File: src/rtl/txevt_pkg.sv
package txevt_pkg;

  // Operation on the log in one cycle, encoded as {pop, push}.
  typedef enum logic [1:0] {
    OP_NONE = 2'b00,
    OP_PUSH = 2'b01,
    OP_POP  = 2'b10,
    OP_BOTH = 2'b11
  } fifo_op_e;

endpackage

File: src/rtl/txevt_cfg.sv
// Maps the configured depth onto the legal range 1..DEPTH.
module txevt_cfg #(
  parameter int DEPTH = 32,
  parameter int CW    = 6
) (
  input  logic [CW-1:0] size_i,
  output logic [CW-1:0] size_o
);

  localparam logic [CW-1:0] MAX_SZ = CW'(DEPTH);

  always_comb begin
    if (size_i == '0) begin
      size_o = CW'(1);
    end else if (size_i > MAX_SZ) begin
      size_o = MAX_SZ;
    end else begin
      size_o = size_i;
    end
  end

endmodule

File: src/rtl/txevt_ptr.sv
// Index and fill-level control. Indices wrap at the effective depth.
module txevt_ptr
  import txevt_pkg::*;
#(
  parameter int DEPTH = 32,
  parameter int AW    = 5,
  parameter int CW    = 6
) (
  input  logic          clk,
  input  logic          rst,
  input  logic          push_i,
  input  logic          pop_i,
  input  logic [CW-1:0] size_i,
  output logic          wr_en_o,
  output logic [AW-1:0] wr_idx_o,
  output logic          rd_en_o,
  output logic [AW-1:0] rd_idx_o,
  output logic [CW-1:0] fill_o,
  output logic          full_o,
  output logic          empty_o,
  output logic [CW-1:0] fill_nxt_o,
  output logic          grow_o,
  output logic          drop_o
);

  logic [CW-1:0] fill_q;
  logic [CW-1:0] fill_n;
  logic [AW-1:0] wr_q;
  logic [AW-1:0] rd_q;
  logic [AW-1:0] last_idx;
  logic          full_q;
  logic          empty_q;
  logic          do_pop;
  logic          do_push;
  fifo_op_e      op;

  assign last_idx = AW'(size_i - CW'(1));
  assign do_pop   = pop_i && (fill_q != '0);
  // A full log still accepts a push when a pop frees a slot in the same cycle.
  assign do_push  = push_i && ((fill_q < size_i) || do_pop);
  assign op       = fifo_op_e'({do_pop, do_push});

  always_comb begin
    case (op)
      OP_PUSH: fill_n = fill_q + CW'(1);
      OP_POP:  fill_n = fill_q - CW'(1);
      default: fill_n = fill_q;
    endcase
  end

  always_ff @(posedge clk) begin
    if (rst) begin
      fill_q  <= '0;
      wr_q    <= '0;
      rd_q    <= '0;
      full_q  <= 1'b0;
      empty_q <= 1'b1;
    end else begin
      fill_q  <= fill_n;
      full_q  <= (fill_n == size_i);
      empty_q <= (fill_n == '0);
      if (do_push) begin
        wr_q <= (wr_q == last_idx) ? '0 : wr_q + AW'(1);
      end
      if (do_pop) begin
        rd_q <= (rd_q == last_idx) ? '0 : rd_q + AW'(1);
      end
    end
  end

  assign wr_en_o    = do_push;
  assign wr_idx_o   = wr_q;
  assign rd_en_o    = do_pop;
  assign rd_idx_o   = rd_q;
  assign fill_o     = fill_q;
  assign full_o     = full_q;
  assign empty_o    = empty_q;
  assign fill_nxt_o = fill_n;
  assign grow_o     = (op == OP_PUSH);
  assign drop_o     = push_i && !do_push;

endmodule

File: src/rtl/txevt_ram.sv
// Simple dual-port storage with a registered read (block RAM friendly).
module txevt_ram #(
  parameter int W     = 53,
  parameter int DEPTH = 32,
  parameter int AW    = 5
) (
  input  logic          clk,
  input  logic          we_i,
  input  logic [AW-1:0] waddr_i,
  input  logic [W-1:0]  wdata_i,
  input  logic          re_i,
  input  logic [AW-1:0] raddr_i,
  output logic [W-1:0]  rdata_o
);

  logic [W-1:0] mem [DEPTH];

  // Read-first: a read and a write to the same slot return the old word.
  always_ff @(posedge clk) begin
    if (re_i) begin
      rdata_o <= mem[raddr_i];
    end
    if (we_i) begin
      mem[waddr_i] <= wdata_i;
    end
  end

endmodule

File: src/rtl/txevt_flags.sv
// Watermark pulse and sticky overflow flag.
module txevt_flags #(
  parameter int CW = 6
) (
  input  logic          clk,
  input  logic          rst,
  input  logic [CW-1:0] wm_i,
  input  logic [CW-1:0] fill_nxt_i,
  input  logic          grow_i,
  input  logic          drop_i,
  input  logic          clr_i,
  output logic          wm_irq_o,
  output logic          ovf_o
);

  always_ff @(posedge clk) begin
    if (rst) begin
      wm_irq_o <= 1'b0;
      ovf_o    <= 1'b0;
    end else begin
      wm_irq_o <= (wm_i != '0) && grow_i && (fill_nxt_i == wm_i);
      if (drop_i) begin
        ovf_o <= 1'b1;
      end else if (clr_i) begin
        ovf_o <= 1'b0;
      end
    end
  end

endmodule

File: src/rtl/txevt_log.sv
module txevt_log #(
  parameter  int ID_W  = 29,
  parameter  int TS_W  = 16,
  parameter  int MRK_W = 8,
  parameter  int DEPTH = 32,
  localparam int AW    = $clog2(DEPTH),
  localparam int CW    = $clog2(DEPTH + 1),
  localparam int EW    = ID_W + TS_W + MRK_W
) (
  input  logic             clk,
  input  logic             rst,
  input  logic [CW-1:0]    cfg_size_i,
  input  logic [CW-1:0]    cfg_wm_i,
  input  logic [TS_W-1:0]  ts_i,
  input  logic             done_i,
  input  logic [ID_W-1:0]  done_id_i,
  input  logic [MRK_W-1:0] done_mrk_i,
  input  logic             pop_i,
  input  logic             ovf_clr_i,
  output logic             rd_vld_o,
  output logic [ID_W-1:0]  rd_id_o,
  output logic [TS_W-1:0]  rd_ts_o,
  output logic [MRK_W-1:0] rd_mrk_o,
  output logic [CW-1:0]    fill_o,
  output logic             full_o,
  output logic             empty_o,
  output logic             wm_irq_o,
  output logic             ovf_o
);

  logic [CW-1:0] size_eff;
  logic          wr_en;
  logic          rd_en;
  logic [AW-1:0] wr_idx;
  logic [AW-1:0] rd_idx;
  logic [CW-1:0] fill_nxt;
  logic          grow;
  logic          drop;
  logic [EW-1:0] wr_word;
  logic [EW-1:0] rd_word;

  txevt_cfg #(.DEPTH(DEPTH), .CW(CW)) u_cfg (
    .size_i (cfg_size_i),
    .size_o (size_eff)
  );

  txevt_ptr #(.DEPTH(DEPTH), .AW(AW), .CW(CW)) u_ptr (
    .clk        (clk),
    .rst        (rst),
    .push_i     (done_i),
    .pop_i      (pop_i),
    .size_i     (size_eff),
    .wr_en_o    (wr_en),
    .wr_idx_o   (wr_idx),
    .rd_en_o    (rd_en),
    .rd_idx_o   (rd_idx),
    .fill_o     (fill_o),
    .full_o     (full_o),
    .empty_o    (empty_o),
    .fill_nxt_o (fill_nxt),
    .grow_o     (grow),
    .drop_o     (drop)
  );

  assign wr_word = {done_id_i, ts_i, done_mrk_i};

  txevt_ram #(.W(EW), .DEPTH(DEPTH), .AW(AW)) u_ram (
    .clk     (clk),
    .we_i    (wr_en),
    .waddr_i (wr_idx),
    .wdata_i (wr_word),
    .re_i    (rd_en),
    .raddr_i (rd_idx),
    .rdata_o (rd_word)
  );

  txevt_flags #(.CW(CW)) u_flags (
    .clk        (clk),
    .rst        (rst),
    .wm_i       (cfg_wm_i),
    .fill_nxt_i (fill_nxt),
    .grow_i     (grow),
    .drop_i     (drop),
    .clr_i      (ovf_clr_i),
    .wm_irq_o   (wm_irq_o),
    .ovf_o      (ovf_o)
  );

  always_ff @(posedge clk) begin
    if (rst) begin
      rd_vld_o <= 1'b0;
    end else begin
      rd_vld_o <= rd_en;
    end
  end

  assign rd_id_o  = rd_word[EW-1 -: ID_W];
  assign rd_ts_o  = rd_word[MRK_W +: TS_W];
  assign rd_mrk_o = rd_word[MRK_W-1:0];

endmodule

File: config.mk
export PLATFORM = sky130hd
export DESIGN_NAME = txevt_log
export DESIGN_NICKNAME = d
export VERILOG_FILES = /design/src/rtl/txevt_pkg.sv /design/src/rtl/txevt_cfg.sv /design/src/rtl/txevt_ptr.sv /design/src/rtl/txevt_ram.sv /design/src/rtl/txevt_flags.sv /design/src/rtl/txevt_log.sv
export SDC_FILE = /design/constraint.sdc
export NUM_CORES = 2
export LEC_CHECK = 0
export BUFFER_PORTS_ARGS = -buffer_cell sky130_fd_sc_hd__buf_2
export CAP_MARGIN = 40
export CORE_MARGIN = 4
export CORE_UTILIZATION = 45
export CTS_CLUSTER_DIAMETER = 150
export CTS_CLUSTER_SIZE = 10
export DETAILED_ROUTE_END_ITERATION = 10
export SLEW_MARGIN = 20
export SYNTH_ARGS = -nofsm -noshare
export SYNTH_HDL_FRONTEND = slang
export SYNTH_HIERARCHICAL = 1
export SYNTH_SLANG_ARGS = --single-unit
File: constraint.sdc
create_clock -name clk -period 7.9 [get_ports clk]
set_input_delay 1.58 -clock clk [delete_from_list [all_inputs] [get_ports clk]]
set_output_delay 1.58 -clock clk [all_outputs]
set_load 0.1 [all_outputs]
# ---- Word-level counts from Yosys, hierarchy flattened
# Memories as Yosys holds them, arrays and structs flattened. A register that Yosys moved wholly into a read port is not among the register bits.
# Index checks and enable logic that the tools add are counted.
dict set report classes {
  addsub 5
  n_mul 0
  div_mod_pow 0
  n_lt_le_gt_ge 2
  n_eq_ne 6
  shift 0
  n_mux 9
  n_bitwise 0
  reduce_logical 12
}
# cell n
set op_table {}
lappend op_table {{== test 6 bit} 2}
lappend op_table {{logical NOT 6 bit} 2}
lappend op_table {{2-to-1 mux 6 bit} 2}
lappend op_table {{one-hot mux 6 bit (2 select lines)} 1}
lappend op_table {{nonzero test 6 bit} 2}
lappend op_table {{adder 5 x 1 -> 5 bit (second input constant)} 2}
lappend op_table {{== test 5 bit} 2}
lappend op_table {{2-to-1 mux 5 bit} 2}
lappend op_table {{adder 6 x 1 -> 6 bit (second input constant)} 1}
lappend op_table {{greater-than comparator 6 bit (second input constant)} 1}
lappend op_table {{less-than comparator 6 bit} 1}
lappend op_table {{subtractor 6 x 1 -> 6 bit (second input constant)} 1}
lappend op_table {{logical AND 1 bit} 5}
lappend op_table {{subtractor 5 x 1 -> 5 bit (second input constant)} 1}
lappend op_table {{2-to-1 mux 1 bit} 4}
lappend op_table {{== test 2 x 1 -> 1 bit (second input constant)} 1}
lappend op_table {{== test 2 bit (second input constant)} 1}
lappend op_table {{nonzero test 2 bit} 1}
lappend op_table {{logical NOT 1 bit} 1}
lappend op_table {{logical OR 1 bit} 1}
dict set report word_totals {
  register_bits 21
  latch_bits 0
  ram_bits 1696
  romBits 0
  input_bits 70
  output_inout_bits 64
  mem_count 1
}
# name words word_bits read_ports rd_ports_with_merged_regs wr line
set mem_list {}
lappend mem_list {u_ram.mem 32 53 1 1 1 txevt_ram.sv:16} ;# logic [W-1:0] mem [DEPTH];

# ---- Longest topological paths before layout
dict set report logic_depth {
  ltp_word 10
  ltp_mapped 16
  depth_no_buf 15
}

# ---- By module
# The synthesis kept the hierarchy.
# mod n_inst cells_each area_each_um2
set by_module_without_submodules {}
lappend by_module_without_submodules {txevt_ram 1 3711 67282.0}
lappend by_module_without_submodules {txevt_ptr 1 173 1485.2}
lappend by_module_without_submodules {txevt_flags 1 17 145.1}
lappend by_module_without_submodules {txevt_cfg 1 8 45.0}
lappend by_module_without_submodules {txevt_log 1 2 33.8}

# ---- Worst setup path after synthesis
# Ideal clock, no wire load.
dict set report synth_path {
  path_kind {in2reg}
  startpoint {in cfg_size_i[1]}
  endpoint {mem u_ram.mem[28][0], enable pin}
  setup_time_ns 0.464
  arrival_time_ns 6.465
  t_required_ns 7.436
  setup_slack_ns 0.970
  cell_stages 10
  n_path_buf 2
  cell_sequence {or4_1 -> a21oi_1 -> clkbuf_1 -> nand2b_1 -> a211oi_1 -> o21ai_0 -> a21oi_2 -> or3b_2 -> clkbuf_1 -> nor2_1}
}
dict set report synth_via {
  elab_chain_cells 8
  word_cells_on_any_way 9
  cone_classes {order compare (2); mux (4); reduce/logical (3)}
}
# element line
set synth_lines {}
lappend synth_lines {{from (decl)} txevt_log.sv:12} ;# input logic [CW-1:0] cfg_size_i,
lappend synth_lines {{greater-than comparator 6 bit} txevt_cfg.sv:15} ;# end else if (size_i > MAX_SZ) begin
lappend synth_lines {{2-to-1 mux 6 bit} txevt_cfg.sv:15}
lappend synth_lines {{2-to-1 mux 6 bit (*)} txevt_cfg.sv:13} ;# if (size_i == '0) begin
lappend synth_lines {{net size_eff[0]} txevt_log.sv:31} ;# logic [CW-1:0] size_eff;
lappend synth_lines {{less-than comparator 6 bit (*)} txevt_ptr.sv:40} ;# assign do_push = push_i && ((fill_q < size_i) || do_pop);
lappend synth_lines {{logical OR 1 bit (*)} txevt_ptr.sv:40}
lappend synth_lines {{logical AND 1 bit (*)} txevt_ptr.sv:40}
lappend synth_lines {{net wr_en} txevt_log.sv:32} ;# logic wr_en;
lappend synth_lines {{2-to-1 mux 1 bit (*)} txevt_ram.sv:23} ;# if (we_i) begin
lappend synth_lines {{2-to-1 mux 1 bit (not written as such) (*)} txevt_ram.sv:24} ;# mem[waddr_i] <= wdata_i;
lappend synth_lines {{to (decl)} txevt_ram.sv:16}
# Mark *: on every way through the listed nets, which the timed path passes. The rest lies on a longest branch.

# ---- Worst setup path in the final report
dict set report layout_path {
  startpoint {in cfg_size_i[1]}
  endpoint {mem u_ram.mem[20][22], enable pin}
}
# Same word-level chain as after synthesis.

==> summary.md <==
| Metric | Value |
|---|---|
| Status | finished, final reports clean |
| Placer Congestion | 0.7868 |
| First-pass detailed-route iteration total | 5 |
| Vias in the first global route | 34510 |
| Min Clock Period, post-route | between 5000 and 6000 ps |
| Cts repair resizes | 0 |
| Largest family of logic cells by synthesized area | multiplexers |
| Largest area contributor in the netlist | edfxtp_1 |
| CTS root buffer | clkbuf_16 |
| Delay-heaviest family, CP | compound AO/OA/AOI/OAI gates |
| Synth Area in Simple Gates | 3.255% |
| CTS Buf Count | 194 |
| Max-cap violations | 0 |
| Worst Tran Pin Value | between 1000 and 1500 ps |
| CP max stage cell | or3b_2 |
| Slew margin rel. | 26.00% |
| CP max stage delay | 740 ps |
| Remaining Overflow, GRT | 0 |
| Syn Std Cell Area | 68990 µm² |
| RSZ-0062 raised after global routing | false |
| Final period util | between 60% and 70% |
| Final setup viols | 0 |
| Post-Route Skew | 28.80 ps |
| CP endpoint kind | register |
| Longest Clk Path Bufs | 3 |
| Clock Sink Count | 1770 |
| CP Launch Point | cfg_size_i[1] |
| Gr busiest metal | met2 |
| Met2 GRT Util | approximately a third |
| Die area | 159600 µm² |
| Iteration-0 DRC Markers | 2998 |
| Vias | 35470 |
| Initial antenna violation count | 7 |
| Cell count after synthesis | 3911 |
| Port Buf Inserts | ~130 |
| Clock transition at path regs | 60 ps |
| Routed length per placed instance | 27.28 µm |
| Syn nets | around 4000 |
| Final Hold Vio Count | 0 |
| CP startpoint kind | input port |
| Post-detail-place hpwl | 97130 µm |
| Met3 Track Usage GR | 3.114% |
| Detailed Route WL | 168400 µm |
| Nets | between 4000 and 5000 |
| Total Routing Usage GR | 20.95% |
| Die height | 399.6 µm |
| Die width | 399.6 µm |
| Pin count of the biggest net entering global routing | 143 |
| Avg Vias per Cell | about 5.7 |
| Post-CTS Setup Inserts | 0 |
| Xor/xnor share of the synthesized area | less than 1% |
| Min-delay worst type | reg -> reg |
| Worst path required time | 8380 ps |
| Antenna-violating nets left | 0 |
| CTS H-tree depth | 4 |
| Seq cells post-synth | 1770 |
| Layout cell share with drive strength beyond 1 | 11.97% |
| Pwr dens | 310.6 nW/µm² |
| Row count | ~140 |
| Ports | 134 |
| Placed Area | 72330 µm² |
| Setup tns final | 0 ps |
| Arrival @ worst endpoint | about 5700 ps |
| Met1 Use GR | 29.22% |
| Area share of the largest cell type after synthesis | 76.13% |
| Hold Crit Start | u_flags/ovf_o |
| WP buf/inv | 4 |
| Leakage | ~25 nW |
| Top post-synthesis cells by area | edfxtp_1 (76%), mux2i_1 (12%), a22oi_1 (1.7%), a22o_1 (1.3%), a21oi_1 (1.2%) |
| First-pass GRT wire length | 243400 µm |
| Core area | ~150000 µm² |
| Crit Path Class | in -> reg |
| Post-synthesis adder-cell area fraction | 0.2466% |
| Post-synth cell types | 58 |
| Synth async-reset ratio | 0% |
| Starting Density | 45.36% |
| Worst-path fanout max | 27 |
| CTS tree | built |
| VDD IR-drop max | roughly 0.00039 V |
| Final Max Slew Viols | 0 |
| Syn_area_per_cell | 17.64 µm² |
| Hold buffer count at cts | 0 |
| Final instance area | 77530 µm² |
| Most used DFF post-synth | edfxtp_1 |
| Compound-cell area share of the yosys netlist | 5.136% |
| Achievable Freq | slightly below 200 MHz |
| Most frequent CP cell | buf_4 |
| Area Overhead vs Synth | 12.38% |
| Syn. warnings | 6 |
| Mux share of post-synthesis cell area | 12.38% |
| CP Cell Sequence | buf_2 > or4_1 > a21oi_1 > buf_4 > nand2b_1 > a211oi_1 > o21ai_0 > a21oi_2 > or3b_2 > nor2_4 > buf_4 > buf_12 |
| Seq/Total Area, Yosys | about three quarters |
| Number of synthesized flops with an enable pin | 1749 |
| Clk Latency, worst-skew pair | 810 ps |
| DRC Markers | 0 |
| R2r startpoint | u_ptr/fill_o[1] |
layout by cell type (no fill, tap or decap), types with 5 or more instances in the layout:
cell type	count
edfxtp_1	1749
mux2i_1	853
clkbuf_16	196
a21oi_1	169
nand3_1	165
nand2_1	165
a22oi_1	159
buf_2	134
a22o_1	106
buf_4	76
nor3_1	56
a31oi_1	55
nor2_4	33
xnor2_1	25
nor2_1	23
dfxtp_1	20
inv_1	18
buf_12	16
xor2_1	14
ha_1	12
clkbuf_1	10
nor2b_1	5
nand4_1	5
o21ai_0	5
nand3b_1	5
per-stage QoR:
step                hold slack, ps  util, %  std cells  setup WS (ps)  total power, mW
floorplan                    516.8        -       3911          970.5            14.98
global placement             460.1    47.45       5944           1811            16.56
detailed placement           474.1    47.56       5952           1859            16.58
CTS                          489.4    50.97       6171           2718            24.34
global route                 547.3    50.98       6172           2589            24.96
finish                       486.5    50.98       6175           2716            24.08
final timing paths:
check                       to  slack (ps)  cells past startpoint
max reg2reg  u_ram/mem[20][22]        3730                      8
max          u_ram/mem[20][22]        2720                     12
min              u_flags/ovf_o         490                      2
min reg2reg      u_flags/ovf_o         490                      2
registers in the layout (all words and copies together) (netlist names):
register,count
u_ram/rdata_o,53
u_ptr/rd_idx_o,5
u_ptr/wr_idx_o,5
u_flags/wm_irq_o,1
u_ptr/empty_o,1
u_ptr/full_o,1
rd_vld_o,1
u_flags/ovf_o,1
u_ram/mem,1696
u_ptr/fill_o,6
cell usage after synthesis (2+ instances only):
cell and count:
nor3_1 56, o211ai_1 4, buf_2 71, nand2b_1 5
nand2_1 166, xor2_1 14, clkbuf_4 2, nand3b_1 5
buf_1 7, a21oi_1 169, o21ai_0 5, clkbuf_1 83
a22o_1 106, nand4_1 5, a31oi_1 55, buf_6 5
nor2_1 56, a21o_1 2, xnor2_1 25, nor2b_1 7
nand3_1 165, dfxtp_1 21, edfxtp_1 1749, o22ai_1 2
or3b_2 3, ha_1 12, a22oi_1 159, a211o_1 2
buf_4 50, inv_1 18, mux2i_1 853, or4_1 2
and2_1 2
metal layers:
| metal | up-vias | routed length (µm) |
|---|---|---|
| li1 | 15840 | - |
| met4 | 0 | 4043 |
| met1 | 18410 | 73360 |
| met3 | 236 | 8807 |
| met2 | 990 | 82230 |
| met5 | - | 0 |
final cells by class:
| type | instances | area (µm²) |
|---|---|---|
| Multi-Input combinational cell | 1904 | 15130 |
| Clock inverter | 13 | 241.5 |
| Inverter | 19 | 73.82 |
| Fill cell | 12320 | 74550 |
| Tap cell | 2030 | 2540 |
| Sequential cell | 1770 | 52940 |
| Clock buffer | 206 | 4942 |
| Timing Repair Buffer | 230 | 1655 |
| Antenna cell | 3 | 7.507 |
logic make-up (layout without fill, tap and decap cells):
group                      after synthesis  in the layout
other                                    0              3
adders and majority gates               13             13
AOI/OAI and AO/OA                      516            516
muxes                                  853            853
and+or+nand+nor                        483            483
xor gates and xnor gates                39             39
buffers and inverters                  237            468
DFF                                   1770           1770
power breakdown:
| part | total, mW | internal, mW | switching [mW] | leakage (nW) |
|---|---|---|---|---|
| clock | 7.76 | 4.39 | 3.37 | 2.53 |
| combinational | 5.32 | 1.55 | 3.77 | 6.08 |
| sequential | 11.0 | 10.8 | 0.184 | 15.9 |
| total | 24.1 | 16.7 | 7.33 | 24.6 |
worst min-delay path, delay by kind of cell, from the launching register on:
kind	cells	cell delay, ps
flip-flops	1	330
AND/OR/NAND/NOR	1	70
AO/OA/AOI/OAI	1	60
No activity file was read; power rests on OpenSTA's default activity.
